`config.mk`:
```
export PLATFORM = sky130hd
export DESIGN_NAME = exec_unit
export DESIGN_NICKNAME = d
export VERILOG_FILES = /design/src/rtl/exec_pkg.sv /design/src/rtl/exec_opnd_resolve.sv /design/src/rtl/exec_alu.sv /design/src/rtl/exec_regfile.sv /design/src/rtl/exec_unit.sv
export SDC_FILE = /design/constraint.sdc
export NUM_CORES = 1
export LEC_CHECK = 0
export ABC_AREA = 0
export BUFFER_PORTS_ARGS = -buffer_cell sky130_fd_sc_hd__buf_2
export CORE_ASPECT_RATIO = 1.25
export CORE_MARGIN = 1.5
export CORE_UTILIZATION = 50
export CTS_CLUSTER_SIZE = 12
export DETAILED_ROUTE_END_ITERATION = 6
export PLACE_DENSITY = 0.67
export SLEW_MARGIN = 30
export SYNTH_ARGS = -nofsm -noshare
export SYNTH_HDL_FRONTEND = slang
export SYNTH_SLANG_ARGS = --single-unit
```
`constraint.sdc`:
```
create_clock -name clk -period 55.4 [get_ports clk]
set_input_delay 2.77 -clock clk [delete_from_list [all_inputs] [get_ports clk]]
set_output_delay 2.77 -clock clk [all_outputs]
set_load 0.05 [all_outputs]
```
`src/rtl/exec_pkg.sv`:
```
package exec_pkg;

    localparam int OPC_W = 5;

    localparam logic [OPC_W-1:0] OPC_MOVE = 5'd1;
    localparam logic [OPC_W-1:0] OPC_CMPEQ = 5'd4;
    localparam logic [OPC_W-1:0] OPC_CMPGT = 5'd5;
    localparam logic [OPC_W-1:0] OPC_SUM = 5'd9;
    localparam logic [OPC_W-1:0] OPC_PROD = 5'd10;
    localparam logic [OPC_W-1:0] OPC_REM = 5'd11;
    localparam logic [OPC_W-1:0] OPC_BAND = 5'd12;
    localparam logic [OPC_W-1:0] OPC_BOR = 5'd13;
    localparam logic [OPC_W-1:0] OPC_BINV = 5'd14;

    typedef enum logic [1:0] {
        KIND_LIT = 2'd0,
        KIND_REG = 2'd1,
        KIND_BAD = 2'd2
    } opnd_kind_e;

    typedef struct packed {
        logic valid;
        logic wen;
        logic illegal;
    } status_t;

    function automatic logic op_supported(input logic [OPC_W-1:0] op);
        case (op)
            OPC_MOVE, OPC_CMPEQ, OPC_CMPGT, OPC_SUM, OPC_PROD,
            OPC_REM, OPC_BAND, OPC_BOR, OPC_BINV: return 1'b1;
            default: return 1'b0;
        endcase
    endfunction

    function automatic logic op_uses_second(input logic [OPC_W-1:0] op);
        return !(op == OPC_MOVE || op == OPC_BINV);
    endfunction

endpackage

```
`src/rtl/exec_opnd_resolve.sv`:
```
module exec_opnd_resolve
    import exec_pkg::*;
#(
    parameter int WORD_W = 16,
    parameter int NREG = 8,
    localparam int IDX_W = $clog2(NREG)
) (
    input  logic [WORD_W-1:0]            raw,
    input  logic [NREG-1:0][WORD_W-1:0]  regs,
    output logic [WORD_W-1:0]            value,
    output opnd_kind_e                   kind,
    output logic [IDX_W-1:0]             idx
);
    localparam logic [WORD_W-1:0] LIT_LIMIT = {1'b1, {(WORD_W-1){1'b0}}};
    localparam logic [WORD_W-1:0] REG_END = LIT_LIMIT + WORD_W'(NREG);

    always_comb begin
        idx = raw[IDX_W-1:0];
        if (raw < LIT_LIMIT) begin
            kind  = KIND_LIT;
            value = raw;
        end else if (raw < REG_END) begin
            kind  = KIND_REG;
            value = regs[idx];
        end else begin
            kind  = KIND_BAD;
            value = '0;
        end
    end

endmodule

```
`src/rtl/exec_alu.sv`:
```
module exec_alu
    import exec_pkg::*;
#(
    parameter int WORD_W = 16
) (
    input  logic [OPC_W-1:0]  opcode,
    input  logic [WORD_W-1:0] src_b,
    input  logic [WORD_W-1:0] src_c,
    output logic [WORD_W-1:0] result,
    output logic              div_zero
);
    localparam logic [WORD_W-1:0] VAL_MASK = {1'b0, {(WORD_W-1){1'b1}}};

    logic [2*WORD_W-1:0] product;
    logic [WORD_W-1:0]   sum;

    assign product = src_b * src_c;
    assign sum     = src_b + src_c;

    always_comb begin
        div_zero = 1'b0;
        result   = '0;
        case (opcode)
            OPC_MOVE:  result = src_b;
            OPC_CMPEQ: result = WORD_W'(src_b == src_c);
            OPC_CMPGT: result = WORD_W'(src_b > src_c);
            OPC_SUM:   result = sum & VAL_MASK;
            OPC_PROD:  result = product[WORD_W-1:0] & VAL_MASK;
            OPC_REM: begin
                div_zero = (src_c == '0);
                result   = div_zero ? '0 : (src_b % src_c);
            end
            OPC_BAND:  result = src_b & src_c;
            OPC_BOR:   result = src_b | src_c;
            OPC_BINV:  result = ~src_b & VAL_MASK;
            default:   result = '0;
        endcase
    end

endmodule

```
`src/rtl/exec_regfile.sv`:
```
module exec_regfile #(
    parameter int WORD_W = 16,
    parameter int NREG = 8,
    localparam int IDX_W = $clog2(NREG)
) (
    input  logic                        clk,
    input  logic                        rst,
    input  logic                        wen,
    input  logic [IDX_W-1:0]            widx,
    input  logic [WORD_W-1:0]           wdata,
    output logic [NREG-1:0][WORD_W-1:0] regs
);
    for (genvar g = 0; g < NREG; g++) begin : g_entry
        logic [WORD_W-1:0] q;
        always_ff @(posedge clk) begin
            if (rst) begin
                q <= '0;
            end else if (wen && widx == IDX_W'(g)) begin
                q <= wdata;
            end
        end
        assign regs[g] = q;
    end

endmodule

```
`src/rtl/exec_unit.sv`:
```
module exec_unit
    import exec_pkg::*;
#(
    parameter int WORD_W = 16,
    parameter int NREG = 8,
    localparam int IDX_W = $clog2(NREG)
) (
    input  logic              clk,
    input  logic              rst,
    input  logic              in_valid,
    input  logic [OPC_W-1:0]  in_opcode,
    input  logic [WORD_W-1:0] in_dst,
    input  logic [WORD_W-1:0] in_src_b,
    input  logic [WORD_W-1:0] in_src_c,
    output logic              out_valid,
    output logic [IDX_W-1:0]  out_dest,
    output logic [WORD_W-1:0] out_value,
    output logic              out_wen,
    output logic              out_illegal
);
    localparam int NOPND = 3;

    logic [NREG-1:0][WORD_W-1:0]  regs;
    logic [NOPND-1:0][WORD_W-1:0] raw;
    logic [NOPND-1:0][WORD_W-1:0] val;
    opnd_kind_e                   kind [NOPND];
    logic [NOPND-1:0][IDX_W-1:0]  idx;

    assign raw = {in_src_c, in_src_b, in_dst};

    for (genvar g = 0; g < NOPND; g++) begin : g_opnd
        exec_opnd_resolve #(.WORD_W(WORD_W), .NREG(NREG)) u_res (
            .raw   (raw[g]),
            .regs  (regs),
            .value (val[g]),
            .kind  (kind[g]),
            .idx   (idx[g])
        );
    end

    logic [WORD_W-1:0] alu_res;
    logic              alu_dz;

    exec_alu #(.WORD_W(WORD_W)) u_alu (
        .opcode   (in_opcode),
        .src_b    (val[1]),
        .src_c    (val[2]),
        .result   (alu_res),
        .div_zero (alu_dz)
    );

    logic    reject;
    logic    two_src;
    status_t st_next;

    always_comb begin
        two_src = op_uses_second(in_opcode);
        reject  = !op_supported(in_opcode)
                || (kind[0] != KIND_REG)
                || (kind[1] == KIND_BAD)
                || (two_src && kind[2] == KIND_BAD)
                || alu_dz;
        st_next.valid   = in_valid;
        st_next.wen     = in_valid && !reject;
        st_next.illegal = in_valid && reject;
    end

    exec_regfile #(.WORD_W(WORD_W), .NREG(NREG)) u_rf (
        .clk   (clk),
        .rst   (rst),
        .wen   (st_next.wen),
        .widx  (idx[0]),
        .wdata (alu_res),
        .regs  (regs)
    );

    always_ff @(posedge clk) begin
        if (rst) begin
            out_valid   <= 1'b0;
            out_wen     <= 1'b0;
            out_illegal <= 1'b0;
            out_dest    <= '0;
            out_value   <= '0;
        end else begin
            out_valid   <= st_next.valid;
            out_wen     <= st_next.wen;
            out_illegal <= st_next.illegal;
            out_dest    <= idx[0];
            out_value   <= reject ? '0 : alu_res;
        end
    end

endmodule

```
* Yosys cells after proc, flatten, opt, wreduce, memory -nomap -nowiden
Memory sizes are Yosys's and may differ from the RTL's.
Cells that the tools add are included.
** Word-level totals
- Bits in registers :: 150
- Bits in latches :: 0
- Bits in writable memories :: 0
- ROM bits :: 16
- Input bits :: 56
- Logic and storage cells :: 89
- Memories :: 1
** Cells by class
- Add/sub/neg operators :: 1
- Multiply operators :: 1
- Divide/modulo/power cells :: 1
- Magnitude comparators :: 9
- Equality and inequality tests :: 20
- Shift operators :: 0
- Mux-type cells :: 18
- Bitwise operators :: 3
- Reductions and logical operators :: 22
** Memories
- (name not given) :: depth 16, bits a word 1, read ports 1, clocked after Yosys merged registers in 0, wr ports 0, line exec_pkg.sv:28 : case (op)
** Operators by type and width (number)
- case mux 16 bit (9 select lines) :: 1
- 2-to-1 mux 16 bit :: 7
- binary-select mux 16 bit (select 3 bit) :: 2
- < comparator 16 bit, second input constant :: 6
- equality test 5 x 4 -> 1 bit, second input constant :: 6
- AND 16 bit :: 1
- equality test 16 bit :: 1
- > comparator 16 bit :: 1
- logical NOT 16 bit :: 1
- remainder unit 16 x 16 -> 16 bit :: 1
- multiplier 16 x 16 -> 15 bit :: 1
- bitwise OR 16 bit :: 1
- adder 15 bit :: 1
- inverter 15 bit :: 1
- equality test 3 bit, second input constant :: 4
- 2-to-1 mux 2 bit :: 6
- logical AND 1 bit :: 11
- equality test 5 x 3 -> 1 bit, second input constant :: 2
- < comparator 3 x 4 -> 1 bit, second input constant :: 2
- equality test 3 x 2 -> 1 bit, second input constant :: 2
- equality test 5 x 1 -> 1 bit, second input constant :: 1
- logical OR 1 bit :: 5
- equality test 2 bit, second input constant :: 2
- equality test 3 x 1 -> 1 bit, second input constant :: 1
- other kinds (5) :: 8

* Longest topological paths before layout
Gate-level depths: netlist of run 1.
- Depth after elaboration :: 11
- Mapped depth :: 151

* By module
From an unflattened synthesis of run 1, not the netlist that was laid out.
** Unflattened totals
- Cell total of the unflattened synthesis :: 2568
- Area total of the unflattened synthesis :: 22275.1 um^2
** By module, submodules not included
- exec_alu :: instances 1, cells an instance 1768, area an instance 12862.3 um^2
- exec_regfile :: instances 1, cells an instance 459, area an instance 5074.9 um^2
- exec_opnd_resolve :: instances 3, cells an instance 88, area an instance 1151.1 um^2
- exec_unit :: instances 1, cells an instance 77, area an instance 884.6 um^2

* Least setup slack after synthesis of run 1
Ideal clock, no wire load.
- Path type :: input to register
- Start point :: input in_src_c[6]
- End point :: register u_rf.g_entry[0].q[0]
- Arrival time :: 32.338 ns
- Data required time :: 55.246 ns
- Setup slack :: 22.908 ns
- Stages :: 136
- Path buffers :: 15
- Cell sequence :: nor4_1 -> nand4_1 -> nor2_1 -> a21o_1 -> clkbuf_1 -> inv_2 -> ha_1 -> a22oi_1 -> ha_1 -> nor4b_1 -> nor2_1 -> o311a_1 -> nor2_1 -> a21oi_1 -> ha_1 -> o21ai_0 -> nand2b_1 -> a211o_1 -> [100 not listed] -> nor2_1 -> o21ai_0 -> o31a_1 -> buf_2 -> buf_1 -> mux2_2 -> ha_1 -> o21a_1 -> o31a_1 -> o41ai_1 -> o211a_1 -> o21ai_0 -> and2_1 -> clkbuf_1 -> clkbuf_1 -> o21ai_0 -> a211oi_1 -> a211oi_1
** Between the ends
- Longest elaborated chain between the ends :: 10
- Elaborated cells on any way between the ends :: 24
** RTL lines
- start, declared :: line exec_unit.sv:14 : input logic [WORD_W-1:0] in_src_c,
- branches (longest 10 deep; another with < comparator 16 bit)
- end signal, assigned :: line exec_regfile.sv:19 : q <= wdata;
- end, declared :: line exec_regfile.sv:14 : logic [WORD_W-1:0] q;
Several ways; the timed one is not identified.
A chain may end at the register's enable or synchronous reset.

* Final worst setup path of run 1
- Start point :: input in_src_c[0]
- End point :: register u_rf.g_entry[3].q[7]
** Between the ends
- Longest elaborated chain between the ends :: 10
- Elaborated cells on any way between the ends :: 24
** RTL lines (line)
- branches (longest 10 deep; another with < comparator 16 bit)
- end signal, assigned :: exec_regfile.sv:19
- end, declared :: exec_regfile.sv:14
Several ways; the timed one is not identified. The select of a mux whose other input is x is not followed.

==> out/qor.yml, run 1 <==
die:
  io_pins: 78
  die_w_um: 187
  row_count: 84
  start_util_pct: 50.5
  dieArea_mm2: 0.0435
  die_h_um: 233
  core-area_mm2: 0.0418
critical_path:
  worst_setup_path_end_kind: "register"
  r2r_slack_ns: 18.78
  critPathMaxFanout: 47
  critical_path.top_delay_family: "compound AO/OA/AOI/OAI gates"
  worstPathArrival_ns: 39.78
  worstReg2RegStart: "u_rf.g_entry[5].q[11]"
  cp_common_cell: "ha_1"
  ff2ff_path_depth: 130
  crit_buf_inv: 7
  worst-setup-path-type: "input pin to register"
  r2r_end: "u_rf.g_entry[3].q[7]"
  worstPathRequired_ns: 55.67
  cp.depth: 132
  cpMaxStageDelayCell: "nor3_1"
  cp-start-kind: "input pin"
  slowest_delay_ns: 0.91
synth:
  synth_seq_cells: 150
  synth-main-ff-cell: "dfxtp_1"
  syn_inst: 2624
  synth.distinct_cells: 109
  syn_nets: 2977
  avgSynthCellArea_um2: 8.05
  synth_warnings: 0
  synthArstFlopShare_pct: 0
  ys_seq_area_share_pct: 14.2
  syn_area_mm2: 0.0211
  synth-edff-count: 0
worst_hold_path:
  hp-class: "register to register"
  holdPathEnd: "u_rf.g_entry[3].q[6]"
  hp-start: "u_rf.g_entry[3].q[6]"
  hold_depth: 2
clock_tree:
  clk_pin_slew_worst_paths_ns: 0.06
  clkLatencyLatePin_ns: 0.43
  clock_path_buffers: 2
  cts_buffers: 17
  cts-hold-fix-buffers: 0
  h-tree-depth: 4
  postCtsResizedCells: 0
  cts_setup_buffers: 0
  cts_tree: "done"
  cts.sinks: 150
  clockRootBuffer: "clkbuf_16"
timing:
  hold_violations: 0
  min_period_ns: 39.51
  whs_ns: 0.475
  fin_crit_sh_pct: 71.3
  clock_skew_ns: 0.0135
  setup_slack_ns: 15.89
  finalSetupTns_ns: 0
  setup_viol: 0
  fmax_ghz: 0.0253
  rsz0062_at_grt: "false"
  slew_violations: 0
  tightest_slew_ns: 1.12
  relSlewSlack_pct: 25.4
global_route:
  overflow: 0
  grt_usage_pct: 37.8
  grt_max_degree: 73
  grtUsageMet1_pct: 44.9
  grt_pass1_vias: 20678
  antenna_found_initial: 1
  busiest_layer: "met2"
  gr-usage-met3_pct: 5.19
  grt_pass1_wl_um: 125000
  met2_usage_pct: 63.5
placement:
  dpl-instance-area_mm2: 0.0222
  gp_congestion: 1.07
  portBuffers: 77
  dp_hpwl_um: 64800
  dp_worst_setup_slack_ns: 16.41
drt:
  drcViolationCount: 0
  ant_nets: 0
  drt-vias-per-instance: 6.57
  wirelength_um: 83200
  drt_pass1_iterations: 6
  routedWlPerCell_um: 25.7
  drt-initial-drc-count: 2268
  dr_total_vias: 21257
finish:
  layout_commonest_cell: "nor2_1"
  layout-drive-gt1-share_pct: 12.9
  final_area_mm2: 0.0228
  layout.nets: 3014
  layout_common_cells: "325 x nor2_1, 250 x nand2_1, 227 x ha_1"
  area_delta_synth_final_pct: 7.96
run_status:
  status: "finished, final reports clean"
job:
  maxCapViolCount: 0
[worst register-to-register path, delay by kind of cell, from the launching register on]
kind | cells | cell delay [ns]
compound gates | 68 | 18.98
fa+ha+maj | 15 | 4.85
buf+inv | 5 | 0.92
flops | 1 | 0.34
mux | 5 | 2.03
simple gates | 37 | 9.33
[worst max path at each step]
stage	from	to	slack, ns
6_report	in_src_c[0]	u_rf.g_entry[3].q[7]	15.89
5_1_grt	in_src_c[0]	u_rf.g_entry[2].q[4]	13.48
4_1_cts	in_src_c[0]	u_rf.g_entry[0].q[4]	16.83
3_5_place_dp	in_src_c[0]	u_rf.g_entry[0].q[4]	16.41
3_3_place_gp	in_src_c[0]	u_rf.g_entry[0].q[4]	16.95
2_1_floorplan	in_src_c[6]	u_rf.g_entry[0].q[0]	22.91
[layout make-up]
| class | count | area, µm² |
|---|---|---|
| inverter | 172 | 646 |
| timing repair buffer | 137 | 851 |
| antenna | 1 | 2.50 |
| clock buffer | 21 | 450 |
| fill | 4064 | 19000 |
| multi-input combinational | 2183 | 17000 |
| tap | 559 | 699 |
| sequential | 150 | 3000 |
| clock inverter | 11 | 101 |
[sequential cells by signal, indices dropped and copies added, names as in the netlist]
name	flops
out_illegal	1
out_valid	1
out_wen	1
out_value	16
out_dest	3
u_rf.g_entry.q	128
[synth_stat cells (36+ instances only)]
cell,number,share of area (%)
a31oi_1,39,1.2
a21oi_1,149,3.5
clkbuf_1,71,1.3
nor2_1,325,5.8
ha_1,227,13
o21ai_0,123,2.9
dfxtp_1,150,14
nor3_1,55,1.3
fa_1,70,6.6
nand2_1,250,4.4
inv_1,163,2.9
xor2_1,36,1.5
mux2i_1,46,2.2
mux4_2,56,6.0
buf_2,38,0.90
nand3_1,64,1.5
a211oi_1,87,3.1
a21o_1,43,1.5
xnor2_1,84,3.5
[cell families after synthesis]
logic type                 synth area share [%]
muxes                                      10.9
and+or+nand+nor                            19.6
DFF                                        14.2
buffers and inverters                      5.59
AOI/OAI and AO/OA                          24.1
adders and majority gates                  20.1
xor gates and xnor gates                   5.41
[through the flow]
| step | std cells | utilization [%] |
|---|---|---|
| after floorplan | 2624 | - |
| after global placement | 3199 | 53.0 |
| after detailed placement | 3201 | 53.1 |
| after CTS | 3233 | 54.5 |
| after global routing | 3233 | 54.5 |
| final | 3234 | 54.5 |
[metal layers]
layer	routed length, µm	vias to the layer above	share of wire [%]
met3	5910	296	7.1
met4	6600	2	7.9
li1	-	9696	-
met2	38200	1009	46
met1	32500	10254	39
met5	18	-	0.022
Power of run 1 is not shown: default switching activity piles up to over one toggle a cycle in this logic, so the estimate is an artifact.
==> inputs of run 2 (changes only) <==
--- a/config.mk
+++ b/config.mk
@@ -5,14 +5,14 @@
 export SDC_FILE = /design/constraint.sdc
 export NUM_CORES = 1
 export LEC_CHECK = 0
-export ABC_AREA = 0
+export ABC_AREA = 1
 export BUFFER_PORTS_ARGS = -buffer_cell sky130_fd_sc_hd__buf_2
 export CORE_ASPECT_RATIO = 1.25
 export CORE_MARGIN = 1.5
 export CORE_UTILIZATION = 50
 export CTS_CLUSTER_SIZE = 12
 export DETAILED_ROUTE_END_ITERATION = 6
-export PLACE_DENSITY = 0.67
+export PLACE_DENSITY = 0.69
 export SLEW_MARGIN = 30
 export SYNTH_ARGS = -nofsm -noshare
 export SYNTH_HDL_FRONTEND = slang
==> constraint.sdc (replaced) <==
create_clock -name clk -period 34.6 [get_ports clk]
set_input_delay 1.73 -clock clk [delete_from_list [all_inputs] [get_ports clk]]
set_output_delay 1.73 -clock clk [all_outputs]
set_load 0.05 [all_outputs]
==> out/qor.yml, run 2 <==
timing:
  hold_violations: 0  # unchanged
  finalSetupTns_ns: 0  # unchanged
  tightest_slew_ns: 1.02  # was 1.12 ns
  setup_viol: 0  # unchanged
  relSlewSlack_pct: 32.1  # was 25.4%
  fmax_ghz: 0.0316
  fin_crit_sh_pct: 91.3
  setup_slack_ns: 2.99  # was 15.89 ns
  slew_violations: 0  # unchanged
  clock_skew_ns: 0.0171  # was 0.0135 ns
  min_period_ns: 31.61
drt:
  drt-initial-drc-count: 2175  # was 2,268
  ant_nets: 0  # unchanged
  dr_total_vias: 21596  # was 21,257
  routedWlPerCell_um: 20.5  # was 25.7 µm
  wirelength_um: 76700  # was 83,200 µm
  drt_pass1_iterations: 7  # was 6
  drt-vias-per-instance: 5.77  # was 6.57
  drcViolationCount: 4  # was 0
global_route:
  grt_usage_pct: 36.0  # was 37.8%
  antenna_found_initial: 5  # was 1
  grt_pass1_vias: 20623  # was 20,678
  grtUsageMet1_pct: 42.6  # was 44.9%
  overflow: 0  # unchanged
  gr-usage-met3_pct: 5.64  # was 5.19%
  grt_pass1_wl_um: 115000  # was 125,000 µm
  grt_max_degree: 95  # was 73
  busiest_layer: "met2"  # unchanged
  met2_usage_pct: 58.7  # was 63.5%
synth:
  synth_warnings: 0  # unchanged
  synth_seq_cells: 150  # unchanged
  synth.distinct_cells: 68  # was 109
  yosys-top-cells-count: "634 x nand2_1, 522 x inv_1, 277 x a21oi_1"  # was 325 x nor2_1, 250 x nand2_1, 227 x ha_1
  syn_area_mm2: 0.0204  # was 0.0211 mm²
  synthArstFlopShare_pct: 0  # unchanged
  syn_nets: 3456  # was 2,977
  synth-edff-count: 0  # unchanged
  avgSynthCellArea_um2: 6.56  # was 8.05 µm²
  synth_area_leaders: "dfxtp_1 15%, ha_1 14%, nand2_1 12%"  # was dfxtp_1 14%, ha_1 13%, fa_1 6.6%
  synth-main-ff-cell: "dfxtp_1"  # unchanged
  synth_top_cell_area_share_pct: 14.8  # was 14.2%
  syn_inst: 3103  # was 2,624
  yosys.cell_count.top_type: "nand2_1"  # was nor2_1
  yosysTopAreaCell: "dfxtp_1"  # unchanged
  ys_seq_area_share_pct: 14.8  # was 14.2%
placement:
  gp_congestion: 1.01  # was 1.07
  dp_worst_setup_slack_ns: 0.0275  # was 16.41 ns
  dp_hpwl_um: 56500  # was 64,800 µm
  placed_cells: 3671  # was 3,201
  portBuffers: 77  # unchanged
run_status:
  violations: "DRC"
  status: "finished with violations"  # was finished, final reports clean
finish:
  largest_reg_flops: 128  # unchanged
  layout-drive-gt1-share_pct: 13.4  # was 12.9%
  regMostFlops: "u_rf.g_entry.q"  # unchanged
  layout_commonest_cell: "nand2_1"  # was nor2_1
  final_core_util_pct: 56.3  # was 54.5%
  area_delta_synth_final_pct: 11.0  # was 7.96%
  layout_common_cells: "628 x nand2_1, 517 x inv_1, 269 x a21oi_1"  # was 325 x nor2_1, 250 x nand2_1, 227 x ha_1
  top_regs: "u_rf.g_entry.q (128), out_value (16), out_dest (3)"  # unchanged
  fin_cells: 3744  # was 3,234
  layout.nets: 3537  # was 3,014
  fillers: 4001  # was 4,064
critical_path:
  cp_common_cell: "nand2_1"  # was ha_1
  cpMaxStageDelayCell: "ha_1"  # was nor3_1
  worst-setup-path-type: "input pin to register"  # unchanged
  worstPathArrival_ns: 31.96  # was 39.78 ns
  critPathMaxFanout: 19  # was 47
  worst_setup_path_end_kind: "register"  # unchanged
  slowest_delay_ns: 0.36  # was 0.91 ns
  cp-start-kind: "input pin"  # unchanged
  worstPathRequired_ns: 34.95  # was 55.67 ns
worst_hold_path:
  hp-class: "register to register"  # unchanged
die:
  core-area_mm2: 0.0401  # was 0.0418 mm²
  start_util_pct: 50.7  # was 50.5%
  dieArea_mm2: 0.0419  # was 0.0435 mm²
  io_pins: 78  # unchanged
  row_count: 82  # was 84
  die_h_um: 229  # was 233 µm
  die_w_um: 183  # was 187 µm
clock_tree:
  h-tree-depth: 4  # unchanged
  clockRootBuffer: "clkbuf_16"  # unchanged
  cts_tree: "done"  # unchanged
  clock_path_buffers: 2  # unchanged
  cts-hold-fix-buffers: 0  # unchanged
  clk_pin_slew_worst_paths_ns: 0.06  # about the same
  cts_buffers: 17  # unchanged
  cts.sinks: 150  # unchanged
  clkLatencyLatePin_ns: 0.46  # was 0.43 ns
job:
  maxCapViolCount: 0  # unchanged
-- run 2: timing repair --
item	CTS	global route
endpoints found under the setup margin	0	144
resized for setup	0	83
setup buffers	0	37
-- run 2: final cells by class --
cell class | count | area (µm²) | share of cell area [%]
multi-input cells | 2290 | 14900 | 66.1
flip-flops and latches | 150 | 3000 | 13.3
inverters | 546 | 2080 | 9.21
repair buffers | 179 | 1270 | 5.63
well taps | 546 | 683 | 3.02
clock buffers | 22 | 474 | 2.10
clock inverters | 8 | 146 | 0.648
diodes | 3 | 7.51 | 0.0332
-- run 2: final timing paths --
kind / slack, ns / endpoint / start / cells past startpoint
min: 0.49 / u_rf.g_entry[0].q[0] / u_rf.g_entry[0].q[0] / 2
max: 2.99 / u_rf.g_entry[0].q[15] / in_src_c[2] / 252
max reg2reg: 4.50 / u_rf.g_entry[0].q[15] / u_rf.g_entry[3].q[5] / 251
min reg2reg: 0.49 / u_rf.g_entry[0].q[0] / u_rf.g_entry[0].q[0] / 2
-- run 2: critical path: cells and delay by family --
kind,cells,cell delay [ns]
compound gates,81,11.44
fa+ha+maj,15,4.67
buf+inv,25,2.61
simple gates,131,11.34
-- run 2: cell families after synthesis --
family                   Yosys count  synth area share (%)
AND/OR/NAND/NOR                 1204                  26.9
AO/OA/AOI/OAI                    674                  19.6
buffers and inverters            664                  13.0
adder cells (fa/ha/maj)          297                  20.8
flip-flops                       150                  14.8
XOR/XNOR                         114                  4.91
-- run 2: routing by layer --
layer | up-vias | share of wire (%)
met5 | - | 0.014
met4 | 2 | 8.3
met3 | 333 | 8.6
met2 | 1106 | 45
met1 | 9942 | 38
li1 | 10213 | -
-- run 2: per-stage QoR --
stage	hold slack (ns)	instance area [µm²]
CTS	0.490	21900
finish	0.493	22600
floorplan	0.447	20400
detailed placement	0.481	21300
global route	0.522	22600
global placement	0.461	21300
Power of run 2 is left out for the same reason.
